File: config.mk
export PLATFORM = sky130hd
export DESIGN_NAME = crit_irq_gate
export DESIGN_NICKNAME = d
export VERILOG_FILES = /design/src/rtl/crit_gate_pkg.sv /design/src/rtl/halt_ctrl.sv /design/src/rtl/crit_mask_reg.sv /design/src/rtl/pend_latch.sv /design/src/rtl/dispatch_gate.sv /design/src/rtl/crit_irq_gate.sv
export SDC_FILE = /design/constraint.sdc
export NUM_CORES = 1
export LEC_CHECK = 0
export BUFFER_PORTS_ARGS = -buffer_cell sky130_fd_sc_hd__buf_2
export CORE_UTILIZATION = 46
export DETAILED_ROUTE_END_ITERATION = 8
export PLACE_DENSITY = 0.78
export SYNTH_ARGS = -nofsm -noshare
export SYNTH_HDL_FRONTEND = slang
export SYNTH_HIERARCHICAL = 1
export SYNTH_SLANG_ARGS = --single-unit
File: constraint.sdc
create_clock -name clk -period 1.3 [get_ports clk]
set_input_delay 0.13 -clock clk [delete_from_list [all_inputs] [get_ports clk]]
set_output_delay 0.13 -clock clk [all_outputs]
set_load 0.005 [all_outputs]
File: src/rtl/crit_gate_pkg.sv
package crit_gate_pkg;
  typedef enum logic {
    ST_RUN  = 1'b0,
    ST_HALT = 1'b1
  } gate_state_e;
endpackage

File: src/rtl/halt_ctrl.sv
module halt_ctrl
  import crit_gate_pkg::*;
(
  input  logic clk,
  input  logic rst,
  input  logic halt_req,
  input  logic resume_req,
  output logic halted,
  output logic halted_nxt,
  output logic app_run
);
  gate_state_e state_q, state_d;

  always_comb begin
    state_d = state_q;
    if (halt_req)
      state_d = ST_HALT;
    else if (resume_req)
      state_d = ST_RUN;
  end

  always_ff @(posedge clk) begin
    if (rst) begin
      state_q <= ST_RUN;
      app_run <= 1'b1;
    end else begin
      state_q <= state_d;
      app_run <= (state_d == ST_RUN);
    end
  end

  assign halted     = (state_q == ST_HALT);
  assign halted_nxt = (state_d == ST_HALT);


  halt_to_stop_chk: assert property (@(posedge clk) disable iff (rst)
    halt_req |=> !app_run);


  resume_to_run_chk: assert property (@(posedge clk) disable iff (rst)
    (resume_req && !halt_req) |=> app_run);
endmodule

File: src/rtl/crit_mask_reg.sv
module crit_mask_reg #(
  parameter int NUM_IRQ = 8
) (
  input  logic               clk,
  input  logic               rst,
  input  logic               halted,
  input  logic               wr_en,
  input  logic [NUM_IRQ-1:0] wr_data,
  output logic [NUM_IRQ-1:0] mask,
  output logic               wr_err
);
  logic wr_ok;
  assign wr_ok = wr_en && !halted;

  always_ff @(posedge clk) begin
    if (rst) begin
      mask   <= '0;
      wr_err <= 1'b0;
    end else begin
      if (wr_ok)
        mask <= wr_data;
      wr_err <= wr_en && halted;
    end
  end


  mask_frozen_in_halt_chk: assert property (@(posedge clk) disable iff (rst)
    halted |=> $stable(mask));
endmodule

File: src/rtl/pend_latch.sv
module pend_latch #(
  parameter int NUM_IRQ = 8
) (
  input  logic               clk,
  input  logic               rst,
  input  logic               halted_nxt,
  input  logic [NUM_IRQ-1:0] irq,
  input  logic [NUM_IRQ-1:0] mask,
  input  logic [NUM_IRQ-1:0] ack,
  output logic [NUM_IRQ-1:0] pend
);
  for (genvar i = 0; i < NUM_IRQ; i++) begin : g_line
    logic set_i;
    assign set_i = halted_nxt && irq[i] && !mask[i];
    always_ff @(posedge clk) begin
      if (rst)
        pend[i] <= 1'b0;
      else if (set_i)
        pend[i] <= 1'b1;
      else if (ack[i])
        pend[i] <= 1'b0;
    end
  end
endmodule

File: src/rtl/dispatch_gate.sv
module dispatch_gate #(
  parameter int NUM_IRQ = 8
) (
  input  logic               clk,
  input  logic               rst,
  input  logic               halted_nxt,
  input  logic [NUM_IRQ-1:0] irq,
  input  logic [NUM_IRQ-1:0] mask,
  input  logic [NUM_IRQ-1:0] pend,
  output logic [NUM_IRQ-1:0] dispatch_en,
  output logic               trace_qual
);
  logic [NUM_IRQ-1:0] crit_hit;
  logic [NUM_IRQ-1:0] en_d;

  for (genvar i = 0; i < NUM_IRQ; i++) begin : g_line
    assign crit_hit[i] = irq[i] && mask[i];
    assign en_d[i]     = halted_nxt ? crit_hit[i] : (irq[i] || pend[i]);
  end

  always_ff @(posedge clk) begin
    if (rst) begin
      dispatch_en <= '0;
      trace_qual  <= 1'b0;
    end else begin
      dispatch_en <= en_d;
      trace_qual  <= halted_nxt && (|crit_hit);
    end
  end
endmodule

File: src/rtl/crit_irq_gate.sv
module crit_irq_gate #(
  parameter int NUM_IRQ = 8
) (
  input  logic               clk,
  input  logic               rst,
  input  logic               halt_req,
  input  logic               resume_req,
  input  logic [NUM_IRQ-1:0] irq_req,
  input  logic [NUM_IRQ-1:0] irq_ack,
  input  logic               mask_wr_en,
  input  logic [NUM_IRQ-1:0] mask_wr_data,
  output logic [NUM_IRQ-1:0] dispatch_en,
  output logic               app_run,
  output logic [NUM_IRQ-1:0] pend_vec,
  output logic               trace_qual,
  output logic               mask_wr_err
);
  logic               halted;
  logic               halted_nxt;
  logic [NUM_IRQ-1:0] crit_mask;

  halt_ctrl u_halt (
    .clk        (clk),
    .rst        (rst),
    .halt_req   (halt_req),
    .resume_req (resume_req),
    .halted     (halted),
    .halted_nxt (halted_nxt),
    .app_run    (app_run)
  );

  crit_mask_reg #(.NUM_IRQ(NUM_IRQ)) u_mask (
    .clk     (clk),
    .rst     (rst),
    .halted  (halted),
    .wr_en   (mask_wr_en),
    .wr_data (mask_wr_data),
    .mask    (crit_mask),
    .wr_err  (mask_wr_err)
  );

  pend_latch #(.NUM_IRQ(NUM_IRQ)) u_pend (
    .clk        (clk),
    .rst        (rst),
    .halted_nxt (halted_nxt),
    .irq        (irq_req),
    .mask       (crit_mask),
    .ack        (irq_ack),
    .pend       (pend_vec)
  );

  dispatch_gate #(.NUM_IRQ(NUM_IRQ)) u_disp (
    .clk         (clk),
    .rst         (rst),
    .halted_nxt  (halted_nxt),
    .irq         (irq_req),
    .mask        (crit_mask),
    .pend        (pend_vec),
    .dispatch_en (dispatch_en),
    .trace_qual  (trace_qual)
  );


  reset_state_chk: assert property (@(posedge clk) disable iff (rst)
    $past(rst) |-> (app_run && pend_vec == '0 && dispatch_en == '0 && !trace_qual));


  noncrit_blocked_chk: assert property (@(posedge clk) disable iff (rst)
    !app_run |-> ((dispatch_en & ~$past(crit_mask)) == '0));


  pend_rise_in_halt_chk: assert property (@(posedge clk) disable iff (rst)
    (|(pend_vec & ~$past(pend_vec))) |-> !app_run);


  trace_only_crit_chk: assert property (@(posedge clk) disable iff (rst)
    trace_qual |-> (!app_run && (|dispatch_en)));


  wr_err_cause_chk: assert property (@(posedge clk) disable iff (rst)
    mask_wr_err |-> $past(mask_wr_en && !app_run));
endmodule

==> results.md <==
- The run finished with clean final reports.
- The count of unique library cells instantiated by Yosys is 22.
- The flip-flop and latch count after synthesis is 28.
- Clock latency on the worst-skew pair, taken at its later pin, is 0.32 ns.
- For this design the total switching power over the nets is 0.390 mW.
- In the global route stage, overall resource usage came out at 0.196.
- The number of hold violations in the final report was 0.
- The longest clock path from root to sink contains 2 buffers.
- The worst ir drop on vdd is 0.624 mV.
- At the end of routability-driven placement, the weighted congestion stood at 0.720.
- Clock skew on the completed layout was measured at 0.00379 ns.
- The most frequently used flop master after synthesis is sky130_fd_sc_hd__dfxtp_1.
- The share of cells above drive strength 1 is 0.367.
- The cell sitting at the root of the clock tree is a sky130_fd_sc_hd__clkbuf_4.
- The footprint of the multi-input gates is 536 µm².
- After layout, the worst setup slack is 0.127 ns.
- At the end of the flow, the number of nets in the layout was 196.
- Averaged over all synthesized cells, the footprint is 9.65 µm².
- The cell type contributing the most total cell area after synthesis is sky130_fd_sc_hd__dfxtp_1.
- The analysis attributes to cell leakage a power of 0.620 nW.
- The die covers 2640 µm².
- The fraction of synthesis flops using an asynchronous set or reset pin is 0.
- For this run, the register share of the synthesized area comes to 0.501.
- The number of ports placed on the die boundary is 48.
- The total of warnings raised by yosys is 6.
- Summing over every cut layer, the via total after detailed routing is 1007.
- The via count of the first global-routing pass is 926.
- The share of total power dissipated in combinational logic is 0.140.
- Setup repair after global routing left no endpoint under its margin.
- The most frequently used cell type in the post-synthesis netlist is sky130_fd_sc_hd__dfxtp_1.
- Total power for the finished layout comes to 1.75 mW.
- Relative to the synthesized area, the layout overhead comes to 29.1%.
- In this run, post-CTS hold repair placed 0 buffers.
- The initial utilization of the core area, before any placement, comes to 0.497.
- Post-CTS repair changed the size of 0 cells.
- The die height is 51.3 µm.
- The number of I/O port buffers is 47.
- The synthesized design contains 0 enable-type register cells.
- The worst hold path belongs to the class in2reg.
- The final HPWL from detailed placement is 1690 µm.
- The startpoint kind of the worst setup timing path is a register.
- The worst path arrival time is 1.43 ns.
- The DRC violation total after the first TritonRoute iteration is 16.
- The part of the total power dissipated in sequential elements is 0.538.
- The share of power burned in the clock network is 0.322.
- The number of clock buffers added by TritonCTS is 3.
- The ratio of final minimum period to clock period is 0.902.
- Once the clock tree was built, the setup fixing pass inserted 0 buffers.
- Synthesis produced a netlist whose cell count is 116.
- Across the run, the number of max-cap violations was 0.
- The final-report max-slew violation count is 0.
- The count of antenna diodes in the layout is 0.
- Synthesis produced a netlist with a net count of 145.
- Prior to clock tree synthesis, the placed netlist has a worst setup slack of 0.165 ns.
- The transition at the pin with the smallest max-transition slack is 0.477 ns.
- The first detailed-routing pass took 4 iterations.
- Dividing the detail-routed wire length by the instance count gives 12.3 µm.
- Subtracting the final worst setup slack from the clock period gives 1.17 ns.
- TritonCTS built the clock tree.
- The filler cells instantiated in the layout total 210.
- The first global-routing pass estimated 3840 µm of wire.
- Dividing total power by cell area gives a power density of 1210 nW/µm².
- The total global routing overflow is 0.
- The switching fraction of total power is 0.223.
- The mapped netlist covers 1120 µm².
- The routed wire length is 2400 µm.
- The worst pin sits at a relative slew slack of 0.682.
- The die is 51.3 µm wide.
- The share of synthesized area in the top cell type comes to 0.501.
- The type of destination of the critical path is a register.
- The required time at the worst-slack endpoint is 1.56 ns.
- The cell-internal power is 1.36 mW.
- The clock sink total is 28.
- The utilization after layout is 0.641.
- By count the netlist is led by 28 x sky130_fd_sc_hd__dfxtp_1, 16 x sky130_fd_sc_hd__a21oi_1, 16 x sky130_fd_sc_hd__nand2b_1.
- The largest fanout of any net on the critical path is 10.
- The area occupied by registers is 561 µm².
- CTS built an H-tree with a depth of 1.
- Entering global routing, the biggest net connects 34 pins.
- For this run, design rule violations remaining after detail routing come to 0.
- Yosys attributes the largest share of cell area to sky130_fd_sc_hd__dfxtp_1 50%, sky130_fd_sc_hd__nand2b_1 8.9%, sky130_fd_sc_hd__nand4bb_1 8.0%.
- The achievable frequency is 0.853 GHz.
- The number of antenna-violating nets in the routed design is 0.
- The critical path is of the reg2reg type.
- The floorplan core area is 2250 µm².
- The number of antenna violations at the first check in global routing came to 0.
- Setup violations remaining at the end of the flow were counted as 0.
- Using the TritonRoute via totals, the vias-per-cell ratio works out to 5.19.
- The row count is 17.
- The clock input transition at the sequential cells of the worst setup and hold paths is 0.15 ns.
- The total negative slack is 0 ns.
routing by layer:
metal	global-route usage	vias up	part of all wire
met5	0	-	0
met4	0.0856	0	0.0071
met3	0.0268	2	0.036
met2	0.357	25	0.52
met1	0.225	472	0.44
li1	-	508	-
power groups by stage:
stage	Sequential (mW)	Clock (mW)	Combinational (mW)
global route	0.946	0.602	0.271
global placement	0.956	0	0.238
CTS	0.940	0.573	0.247
finish	0.939	0.563	0.244
floorplan	0.963	0	0.122
detailed placement	0.959	0	0.244
area by class of cell:
type | count | area share
inverter | 1 | 0.00260
multi-input combinational | 83 | 0.371
timing repair buffer | 50 | 0.178
clock buffer | 3 | 0.0156
clock inverter | 1 | 0.0208
sequential | 28 | 0.388
tap | 28 | 0.0242
stage by stage:
step	cells	hold slack (ns)	cell area, µm²
2_1_floorplan	116	0.232	1120
3_3_place_gp	190	0.362	1390
3_5_place_dp	190	0.375	1390
4_1_cts	194	0.0259	1450
5_1_grt	194	0.0225	1450
6_report	194	0.0321	1450
sequential cells by signal (all words and copies together) (netlist names):
name,count
u_disp/dispatch_en,8
u_mask/wr_err,1
u_halt/halted,1
u_pend/pend,8
u_mask/mask,8
u_halt/app_run,1
u_disp/trace_qual,1
final timing paths:
check / slack, ns / cells past startpoint / to / from
hold reg to reg: 0.49 / 2 / u_mask/mask[5] / u_mask/mask[5]
setup / recovery: 0.13 / 5 / u_disp/dispatch_en[7] / u_halt/halted
setup reg to reg: 0.13 / 5 / u_disp/dispatch_en[7] / u_halt/halted
hold / removal: 0.03 / 2 / u_halt/app_run / halt_req
cells by family after synthesis:
kind of cell,after synthesis,share of synthesized area
flip-flops,28,0.501
buffers and inverters,5,0.0212
AO/OA/AOI/OAI,35,0.173
AND/OR/NAND/NOR,48,0.305
worst max-delay path, stage by stage, from the launching register on:
cell and delay, ns:
sky130_fd_sc_hd__dfxtp_1 0.34, sky130_fd_sc_hd__nor2b_4 0.12, sky130_fd_sc_hd__or2_1 0.22, sky130_fd_sc_hd__inv_2 0.15, sky130_fd_sc_hd__o21ai_0 0.13, sky130_fd_sc_hd__a21oi_1 0.15
cells in the final DEF, fill, tap and decap left out:
cell	Yosys	final
sky130_fd_sc_hd__a211oi_2	1	1
sky130_fd_sc_hd__a21oi_1	16	16
sky130_fd_sc_hd__and2b_4	1	1
sky130_fd_sc_hd__and4_1	1	1
sky130_fd_sc_hd__and4_4	1	1
sky130_fd_sc_hd__buf_2	1	47
sky130_fd_sc_hd__buf_4	1	3
sky130_fd_sc_hd__bufinv_16	0	1
sky130_fd_sc_hd__clkbuf_4	0	3
sky130_fd_sc_hd__dfxtp_1	28	28
sky130_fd_sc_hd__inv_2	1	1
sky130_fd_sc_hd__nand2_1	10	10
sky130_fd_sc_hd__nand2b_1	16	16
sky130_fd_sc_hd__nand3b_1	8	8
sky130_fd_sc_hd__nand4bb_1	8	8
sky130_fd_sc_hd__nor2_1	1	1
sky130_fd_sc_hd__nor2b_4	1	1
sky130_fd_sc_hd__o21ai_0	6	6
sky130_fd_sc_hd__o21ai_1	9	9
sky130_fd_sc_hd__o21ai_2	1	1
sky130_fd_sc_hd__o21ba_2	1	1
sky130_fd_sc_hd__o21bai_1	1	1
sky130_fd_sc_hd__or2_1	1	1
No activity file was read; power rests on OpenSTA's default activity.
